[src/rtl/udpck_pkg.sv]
package udpck_pkg;
  localparam int WORD_W = 32;
  localparam int ACC_W  = 32;

  typedef enum logic [1:0] {PH_IDLE, PH_HDR2, PH_PAY, PH_TAIL} phase_t;

  // end-around carry fold of a wide ones' complement accumulator
  function automatic logic [15:0] fold16(input logic [ACC_W-1:0] a);
    logic [16:0] s;
    s = {1'b0, a[31:16]} + {1'b0, a[15:0]};
    s = {1'b0, s[15:0]} + {16'b0, s[16]};
    return s[15:0];
  endfunction
endpackage

[src/rtl/udpck_hdr_track.sv]
module udpck_hdr_track
  import udpck_pkg::*;
#(
  parameter int          IDX_W     = 3,
  parameter int          PROTO_IDX = 2,
  parameter int          SRC_IDX   = 3,
  parameter int          DST_IDX   = 4,
  parameter logic [7:0]  PROTO_UDP = 8'd17
) (
  input  logic              clk,
  input  logic              rst_n,
  input  logic              fire,
  input  logic [WORD_W-1:0] data,
  input  logic              sof,
  input  logic              sop,
  input  logic              eof,
  output logic              sod,
  output logic              hdr2,
  output logic              pay,
  output logic              tail,
  output logic [WORD_W-1:0] src_addr,
  output logic [WORD_W-1:0] dst_addr
);
  localparam logic [IDX_W-1:0] IDX_MAX = '1;

  logic [IDX_W-1:0] idx_q, cur_idx;
  logic [7:0]       proto_q;
  phase_t           ph_q, ph_d;

  assign cur_idx = sof ? '0 : idx_q;
  assign sod     = sop && (proto_q == PROTO_UDP);
  assign hdr2    = (ph_q == PH_HDR2);
  assign pay     = (ph_q == PH_PAY);
  assign tail    = (ph_q == PH_TAIL);

  always_comb begin
    ph_d = ph_q;
    if (sof) begin
      ph_d = PH_IDLE;
    end else begin
      unique case (ph_q)
        PH_IDLE: if (sod) ph_d = eof ? PH_TAIL : PH_HDR2;
        PH_HDR2: ph_d = eof ? PH_TAIL : PH_PAY;
        PH_PAY:  if (eof) ph_d = PH_TAIL;
        PH_TAIL: ph_d = PH_IDLE;
        default: ph_d = PH_IDLE;
      endcase
    end
  end

  always_ff @(posedge clk) begin
    if (!rst_n) begin
      idx_q    <= '0;
      proto_q  <= '0;
      ph_q     <= PH_IDLE;
      src_addr <= '0;
      dst_addr <= '0;
    end else if (fire) begin
      ph_q  <= ph_d;
      idx_q <= (cur_idx == IDX_MAX) ? IDX_MAX : cur_idx + 1'b1;
      if (sof)                                proto_q  <= '0;
      if (cur_idx == IDX_W'(PROTO_IDX))       proto_q  <= data[23:16];
      if (cur_idx == IDX_W'(SRC_IDX))         src_addr <= data;
      if (cur_idx == IDX_W'(DST_IDX))         dst_addr <= data;
    end
  end
endmodule

[src/rtl/udpck_sum.sv]
module udpck_sum
  import udpck_pkg::*;
#(
  parameter logic [7:0] PROTO_UDP = 8'd17
) (
  input  logic              clk,
  input  logic              rst_n,
  input  logic              fire,
  input  logic [WORD_W-1:0] data,
  input  logic              sod,
  input  logic              hdr2,
  input  logic              pay,
  input  logic [WORD_W-1:0] src_addr,
  input  logic [WORD_W-1:0] dst_addr,
  output logic              ck_ok
);
  logic [ACC_W-1:0] acc_q, acc_d;
  logic [15:0]      rem_q, rem_d, len_w;
  logic             zero_q, zero_d;
  logic [7:0]       b3, b2, b1, b0;

  assign len_w = data[31:16];

  // bytes beyond the datagram length are forced to zero
  assign b3 = (rem_q >= 16'd1) ? data[31:24] : 8'h00;
  assign b2 = (rem_q >= 16'd2) ? data[23:16] : 8'h00;
  assign b1 = (rem_q >= 16'd3) ? data[15:8]  : 8'h00;
  assign b0 = (rem_q >= 16'd4) ? data[7:0]   : 8'h00;

  always_comb begin
    acc_d  = acc_q;
    rem_d  = rem_q;
    zero_d = zero_q;
    if (sod) begin
      acc_d  = ACC_W'(src_addr[31:16]) + ACC_W'(src_addr[15:0])
             + ACC_W'(dst_addr[31:16]) + ACC_W'(dst_addr[15:0])
             + ACC_W'(PROTO_UDP)
             + ACC_W'(data[31:16]) + ACC_W'(data[15:0]);
      rem_d  = '0;
      zero_d = 1'b0;
    end else if (hdr2) begin
      acc_d  = acc_q + ACC_W'(len_w) + ACC_W'(len_w) + ACC_W'(data[15:0]);
      rem_d  = (len_w >= 16'd8) ? len_w - 16'd8 : 16'd0;
      zero_d = (data[15:0] == 16'h0000);
    end else if (pay) begin
      acc_d  = acc_q + ACC_W'({b3, b2}) + ACC_W'({b1, b0});
      rem_d  = (rem_q >= 16'd4) ? rem_q - 16'd4 : 16'd0;
    end
  end

  always_ff @(posedge clk) begin
    if (!rst_n) begin
      acc_q  <= '0;
      rem_q  <= '0;
      zero_q <= 1'b0;
    end else if (fire) begin
      acc_q  <= acc_d;
      rem_q  <= rem_d;
      zero_q <= zero_d;
    end
  end

  assign ck_ok = zero_q || (fold16(acc_q) == 16'hFFFF);
endmodule

[src/rtl/udpck_stage.sv]
module udpck_stage
  import udpck_pkg::*;
(
  input  logic              clk,
  input  logic              rst_n,
  input  logic              in_valid,
  output logic              in_ready,
  input  logic [WORD_W-1:0] d_data,
  input  logic              d_sof,
  input  logic              d_sop,
  input  logic              d_eof,
  input  logic              d_sod,
  input  logic              d_ckv,
  input  logic              d_cko,
  output logic              out_valid,
  input  logic              out_ready,
  output logic [WORD_W-1:0] q_data,
  output logic              q_sof,
  output logic              q_sop,
  output logic              q_eof,
  output logic              q_sod,
  output logic              q_ckv,
  output logic              q_cko
);
  assign in_ready = !out_valid || out_ready;

  always_ff @(posedge clk) begin
    if (!rst_n) begin
      out_valid <= 1'b0;
      q_data    <= '0;
      q_sof     <= 1'b0;
      q_sop     <= 1'b0;
      q_eof     <= 1'b0;
      q_sod     <= 1'b0;
      q_ckv     <= 1'b0;
      q_cko     <= 1'b0;
    end else if (in_ready) begin
      out_valid <= in_valid;
      if (in_valid) begin
        q_data <= d_data;
        q_sof  <= d_sof;
        q_sop  <= d_sop;
        q_eof  <= d_eof;
        q_sod  <= d_sod;
        q_ckv  <= d_ckv;
        q_cko  <= d_cko;
      end
    end
  end
endmodule

[src/rtl/udp_dgram_check.sv]
module udp_dgram_check
  import udpck_pkg::*;
#(
  parameter logic [7:0] PROTO_UDP = 8'd17,
  parameter int         IDX_W     = 3
) (
  input  logic        clk,
  input  logic        rst_n,
  input  logic        in_valid,
  output logic        in_ready,
  input  logic [31:0] in_data,
  input  logic        in_sof,
  input  logic        in_sop,
  input  logic        in_eof,
  output logic        out_valid,
  input  logic        out_ready,
  output logic [31:0] out_data,
  output logic        out_sof,
  output logic        out_sop,
  output logic        out_eof,
  output logic        out_sod,
  output logic        out_ck_vld,
  output logic        out_ck_ok
);
  logic              fire, sod, hdr2, pay, tail, ck_ok;
  logic [WORD_W-1:0] src_addr, dst_addr;

  assign fire = in_valid && in_ready;

  udpck_hdr_track #(.IDX_W(IDX_W), .PROTO_UDP(PROTO_UDP)) u_trk (
    .clk(clk), .rst_n(rst_n), .fire(fire), .data(in_data),
    .sof(in_sof), .sop(in_sop), .eof(in_eof),
    .sod(sod), .hdr2(hdr2), .pay(pay), .tail(tail),
    .src_addr(src_addr), .dst_addr(dst_addr)
  );

  udpck_sum #(.PROTO_UDP(PROTO_UDP)) u_sum (
    .clk(clk), .rst_n(rst_n), .fire(fire), .data(in_data),
    .sod(sod), .hdr2(hdr2), .pay(pay),
    .src_addr(src_addr), .dst_addr(dst_addr), .ck_ok(ck_ok)
  );

  udpck_stage u_stg (
    .clk(clk), .rst_n(rst_n), .in_valid(in_valid), .in_ready(in_ready),
    .d_data(in_data), .d_sof(in_sof), .d_sop(in_sop), .d_eof(in_eof),
    .d_sod(sod), .d_ckv(tail), .d_cko(tail && ck_ok),
    .out_valid(out_valid), .out_ready(out_ready),
    .q_data(out_data), .q_sof(out_sof), .q_sop(out_sop), .q_eof(out_eof),
    .q_sod(out_sod), .q_ckv(out_ck_vld), .q_cko(out_ck_ok)
  );
endmodule

[config.mk]
export PLATFORM = sky130hd
export DESIGN_NAME = udp_dgram_check
export DESIGN_NICKNAME = d
export VERILOG_FILES = /design/src/rtl/udpck_pkg.sv /design/src/rtl/udpck_hdr_track.sv /design/src/rtl/udpck_sum.sv /design/src/rtl/udpck_stage.sv /design/src/rtl/udp_dgram_check.sv
export SDC_FILE = /design/constraint.sdc
export NUM_CORES = 1
export LEC_CHECK = 0
export ABC_AREA = 1
export BUFFER_PORTS_ARGS = -buffer_cell sky130_fd_sc_hd__buf_2
export CORE_MARGIN = 2
export CORE_UTILIZATION = 37
export CTS_BUF_LIST = sky130_fd_sc_hd__clkbuf_4 sky130_fd_sc_hd__clkbuf_8 sky130_fd_sc_hd__clkbuf_16
export DETAILED_ROUTE_END_ITERATION = 7
export HOLD_SLACK_MARGIN = 0.1
export PLACE_DENSITY = 0.65
export REMOVE_ABC_BUFFERS = 1
export SLEW_MARGIN = 20
export SYNTH_ARGS = -nofsm -noshare
export SYNTH_HDL_FRONTEND = slang
export SYNTH_SLANG_ARGS = --single-unit
[constraint.sdc]
create_clock -name clk -period 4.6 [get_ports clk]
set_input_delay 0.46 -clock clk [delete_from_list [all_inputs] [get_ports clk]]
set_output_delay 0.46 -clock clk [all_outputs]
set_load 0.01 [all_outputs]
**Word level (Yosys, flattened, before mapping)**

Cells that the tools add are included.

- Multiplexer cells: 24
- Equal/unequal tests: 11
- Magnitude comparators: 5
- Reductions and logical operators: 18
- Add/sub/neg operators: 16

Operators by type and width:

| kind | count |
|---|---|
| 32-bit by 16-bit adder with 32-bit output | 9 |
| 32-bit two-way mux | 3 |
| 16-bit two-way mux | 5 |
| 8-bit two-way mux | 6 |
| 16-bit by 16-bit adder with 17-bit output | 2 |
| 32-bit by 5-bit adder with 32-bit output, second input constant | 1 |
| 16-bit by 2-bit >= comparator with 1-bit output, second input constant | 2 |
| 16-bit by 1-bit adder with 16-bit output | 1 |
| 16-bit == test, second input constant | 1 |
| 16-bit by 1-bit >= comparator with 1-bit output, second input constant | 1 |
| 16-bit by 3-bit >= comparator with 1-bit output, second input constant | 1 |
| 16-bit by 4-bit >= comparator with 1-bit output, second input constant | 1 |
| 16-bit zero test | 1 |
| 16-bit by 3-bit subtractor with 16-bit output, second input constant | 1 |
| 16-bit by 4-bit subtractor with 16-bit output, second input constant | 1 |
| 2-bit AND reduction | 6 |
| 8-bit by 5-bit == test with 1-bit output, second input constant | 1 |
| 2-bit two-way mux | 4 |
| 2-bit case mux with 4 select lines | 1 |
| 3-bit by 2-bit == test with 1-bit output, second input constant | 2 |
| 3-bit == test, second input constant | 2 |
| 3-bit two-way mux | 2 |
| 2-bit == test, second input constant | 2 |
| 2-bit nonzero test | 2 |
| other kinds (11) | 16 |

- Logic and storage cells: 90
- Bits in registers: 165

**Depth between registers and ports, before layout**

- Word-level depth: 7
- Mapped depth: 27

**Hierarchy**

A second synthesis with hierarchy kept.

- Cell total of the unflattened synthesis: 2046
- Area, all modules: 14446.4 um^2

By module, submodules not included:

| module | cells each | instances | sequential area each (um^2) | area each (um^2) |
|---|---|---|---|---|
| udpck_sum | 1405 | 1 | 980.9 | 9464.1 |
| udpck_hdr_track | 383 | 1 | 1541.5 | 3049.2 |
| udpck_stage | 254 | 1 | 780.7 | 1918.1 |
| udp_dgram_check | 4 | 1 | 0.0 | 15.0 |

**Worst setup path before layout**

No wires, ideal clock.

- Path type: flip-flop to flip-flop
- Start: register u_trk.src_addr[0]
- End: register u_sum.acc_q[18]
- Setup time: 0.119 ns
- Data arrival time: 4.884 ns
- Period minus slack after synthesis: 5.003 ns
- Cell stages (with the launch flop): 27
- Path slack: -0.403 ns
- Path through: dfxtp_1 -> ha_1 -> inv_1 -> fa_1 -> nor4_1 -> nor2_1 -> o21ai_0 -> a21oi_1 -> o21bai_1 -> nand2_1 -> nand2_1 -> a21oi_1 -> xnor2_1 -> fa_1 -> inv_1 -> fa_1 -> fa_1 -> inv_1 -> ha_1 -> nand2_1 -> nor2_1 -> a211oi_1 -> nand2_1 -> a21oi_1 -> o21bai_1 -> a21oi_1 -> a21oi_1

- Word-level cells in the longest chain between the ends: 7

RTL lines:

| element | line | text |
|---|---|---|
| start: declaration | udpck_hdr_track.sv:21 | `output logic [WORD_W-1:0] src_addr,` |
| start signal: assignment | udpck_hdr_track.sv:63 | `if (cur_idx == IDX_W'(SRC_IDX)) src_addr <= data;` |
| 16-bit by 16-bit adder with 17-bit output | udpck_sum.sv:35 | `acc_d = ACC_W'(src_addr[31:16]) + ACC_W'(src_addr[15:0])` |
| 32-bit by 16-bit adder with 32-bit output (2 in a row) | udpck_sum.sv:36 | `+ ACC_W'(dst_addr[31:16]) + ACC_W'(dst_addr[15:0])` |
| 32-bit by 5-bit adder with 32-bit output | udpck_sum.sv:37 | `+ ACC_W'(PROTO_UDP)` |
| 32-bit by 16-bit adder with 32-bit output (2 in a row) | udpck_sum.sv:38 | `+ ACC_W'(data[31:16]) + ACC_W'(data[15:0]);` |
| 32-bit two-way mux | udpck_sum.sv:34 | `if (sod) begin` |
| end signal: assignment | udpck_sum.sv:53 | `acc_q <= '0;` |
| end signal: assignment | udpck_sum.sv:57 | `acc_q <= acc_d;` |
| end: declaration | udpck_sum.sv:17 | `logic [ACC_W-1:0] acc_q, acc_d;` |

No other way between the ends.
A chain may end at the register's enable or synchronous reset.

**Final worst setup path**

- Start: register u_trk.src_addr[16]
- End: register u_sum.acc_q[18]

The elaborated chain is that of the path after synthesis.

==> results.cfg <==
[status]
status = finished with violations
failed_checks = setup timing

[clocking]
clockBufferDepth = 2
cts_made_buffers = 17
cts_max_level = 4
ctsHoldBuffers = 0
insertion_delay_ps = 440
cts_root_buf = clkbuf_16
cts_sinks = 165
cts_tree = built
clk_pin_slew_ps = 70

[setup_path]
max_stage_delay_ps = 540
r2r_start = u_trk.src_addr[16]
crit_slowest_cell = fa_2
cp-start-kind = register
required_ps = 4930
rrSetupSlack_ps = -240
cpLargestDelayFamily = adder cells
crit_start = u_trk.src_addr[16]
crit_fanout = 4
crit_top_cell = a21oi_2
crit_cells = 26
crit_end = u_sum.acc_q[18]
arrival_ps = 5170
r2r_cells = 26
endpoint_kind = register
path_buf_inv = 3
crit_type = register to register
crit-reg2reg-capture = u_sum.acc_q[18]

[logic_synthesis]
ys_ff_latch = 165
yosysSeqAreaShare_pct = 23.8
async_flop_share_pct = 0
synthCells = 2003
ys_top_cells_by_area = dfxtp_1 24%, fa_1 12%, ha_1 10%
yosysTopAreaCell = dfxtp_1
syn_area_sq_um = 13900
yosys_warnings = 0
synth_cell_type_count = 48
synth_edf_count = 0
yosysTopAreaCellShare_pct = 23.8
synthFlopType = dfxtp_1
syn_avg_cell_area_sq_um = 6.94

[layout]
nFillCells = 3790
syn_to_final_growth_pct = 18.6
utilization_pct = 44.2
stdcell_count = 2631
drive_gt1_share_pct = 16.1
nNetsFinal = 2379
insertedDiodeCount = 0

[floorplan]
num_rows = 71
die_x_um = 198
die_y_um = 198
core-area_sq_um = 37300
start_util_pct = 37.3
ios = 79
dieArea_sq_um = 39100

[sta]
finalMaxSlewViolations = 0
tightestPinTransition_ps = 991
fin_skew_ps = 11.5
fmax_ghz = 0.207
rsz0062_at_grt = yes
maxSlewHeadroom_pct = 33.9
layout_setup_ws_ps = -239
setup_viol_count_final = 6
period_minus_slack_ps = 4840
holdWs_ps = 310
fin_setup_tns_ps = -987
period_share_pct = 105
hold_viol_final = 0

[placement]
routabilityCongestion = 0.956
port_buffers = 78
place.detailed.hpwl_um = 33100
post-place-cells = 2586

[detailed_routing]
num_vias = 13700
finalWirelength_um = 43900
drc = 0
dr.pass1.iters = 5
first_iter_violations = 1025
ant_nets = 0
routed_via_density = 5.20
routedWlPerCell_um = 16.7

[run]
cap_violations = 0

[global_routing]
grt_overflow = 0
grt_pass1_wl_um = 70400
grt_pass1_vias = 13500
grt_usage_pct = 22.9
antenna_found_initial = 0
grt_max_degree = 103

[power_and_ir_drop]
vdd_drop_max_uv = 229
p_leak_nw = 7.86
p_per_area_nw_per_um2 = 355
power.total_mw = 5.85

[hold_path]
hp-class = input port to register
-- cells in the mapped netlist, types with 8 or more instances --
master / count
fa_1: 83
o21ai_1: 9
nor2_2: 8
nor4_1: 10
buf_2: 8
o22ai_1: 11
xnor2_1: 19
ha_1: 113
nand3_1: 95
inv_1: 297
nor3_1: 13
a21oi_1: 203
o21ai_0: 174
dfxtp_1: 165
nand2_2: 13
nand2_1: 362
nor2_1: 235
nand4_1: 20
xor2_1: 28
clkbuf_1: 46
-- per-stage QoR --
stage / setup WS (ps) / instance area, sq um
CTS: -287 / 16300
finish: -239 / 16500
global route: -481 / 16500
floorplan: -408 / 13700
global placement: -765 / 15300
detailed placement: -864 / 15300
-- area by class of cell --
cell class	count	area, sq um	share of cell area (%)
multi-input cells	1476	9690	58.8
flip-flops and latches	165	3310	20.1
repair buffers	178	1150	6.99
inverters	306	1150	6.97
well taps	474	593	3.60
clock buffers	18	433	2.63
clock inverters	14	164	0.994
-- cells by family after synthesis --
family | count (synthesis) | synth area share (%)
and+or+nand+nor | 783 | 24.0
AOI/OAI and AO/OA | 450 | 17.3
buffers and inverters | 362 | 9.85
adders and majority gates | 196 | 22.1
DFF | 165 | 23.8
xor gates and xnor gates | 47 | 2.96
-- report_power, final --
part	leakage (nW)	internal (mW)	switching (mW)
registers	1.34	1.49	0.0575
logic	6.23	1.03	1.76
clock network	0.284	0.822	0.692
-- layer usage --
metal	global-route usage, %	part of all wire, %	vias up
met5	0	0	-
met4	7.41	2.4	0
met3	2.06	3.6	45
met2	40.4	49	312
met1	29.4	45	6533
li1	-	-	6789
-- worst min path at each step --
| stage | depth (start not counted) | start | end |
|---|---|---|---|
| finish | 3 | in_sop | u_stg.q_sop |
| global route | 3 | in_sop | u_stg.q_sop |
| CTS | 3 | in_sop | u_stg.q_sop |
| detailed placement | 2 | u_stg.q_data[20] | u_stg.q_data[20] |
| global placement | 2 | u_stg.q_data[20] | u_stg.q_data[20] |
| floorplan | 2 | u_trk.idx_q[2] | u_trk.idx_q[2] |
-- flip-flops by register name, indices dropped and copies added (netlist names), 2 cells and up --
signal / count
u_stg.q_data: 32
u_sum.acc_q: 32
u_trk.dst_addr: 32
u_trk.src_addr: 32
u_sum.rem_q: 16
u_trk.proto_q: 8
u_trk.idx_q: 3
u_trk.ph_q: 2
-- worst min-delay path, stage by stage --
cell and delay [ps]:
buf_2 110, inv_1 70, a21oi_1 60
-- cells in the final DEF, fill, tap and decap left out, types with 10 or more instances in the layout --
cell / Yosys / layout
a21oi_1: 203 / 186
inv_1: 297 / 288
inv_2: 7 / 17
a21oi_2: 3 / 18
ha_4: 0 / 12
nand3_1: 95 / 92
xnor2_1: 19 / 17
nand2_1: 362 / 353
o21ai_1: 9 / 16
dfxtp_1: 165 / 162
o22ai_1: 11 / 11
nor3_1: 13 / 12
xor2_1: 28 / 26
nor2_2: 8 / 15
nand2_2: 13 / 21
buf_2: 8 / 78
ha_1: 113 / 99
nand3_2: 7 / 10
o21ai_0: 174 / 159
nor2_1: 235 / 228
buf_4: 0 / 97
fa_1: 83 / 78
clkbuf_16: 0 / 17
nand4_1: 20 / 20
-- what timing repair did --
action,4_1_cts,5_1_grt
setup buffers,9,4
pin swaps,61,25
resized for setup,69,48
endpoints found under the setup margin,12,15
Power figures use the tool's default switching activity.
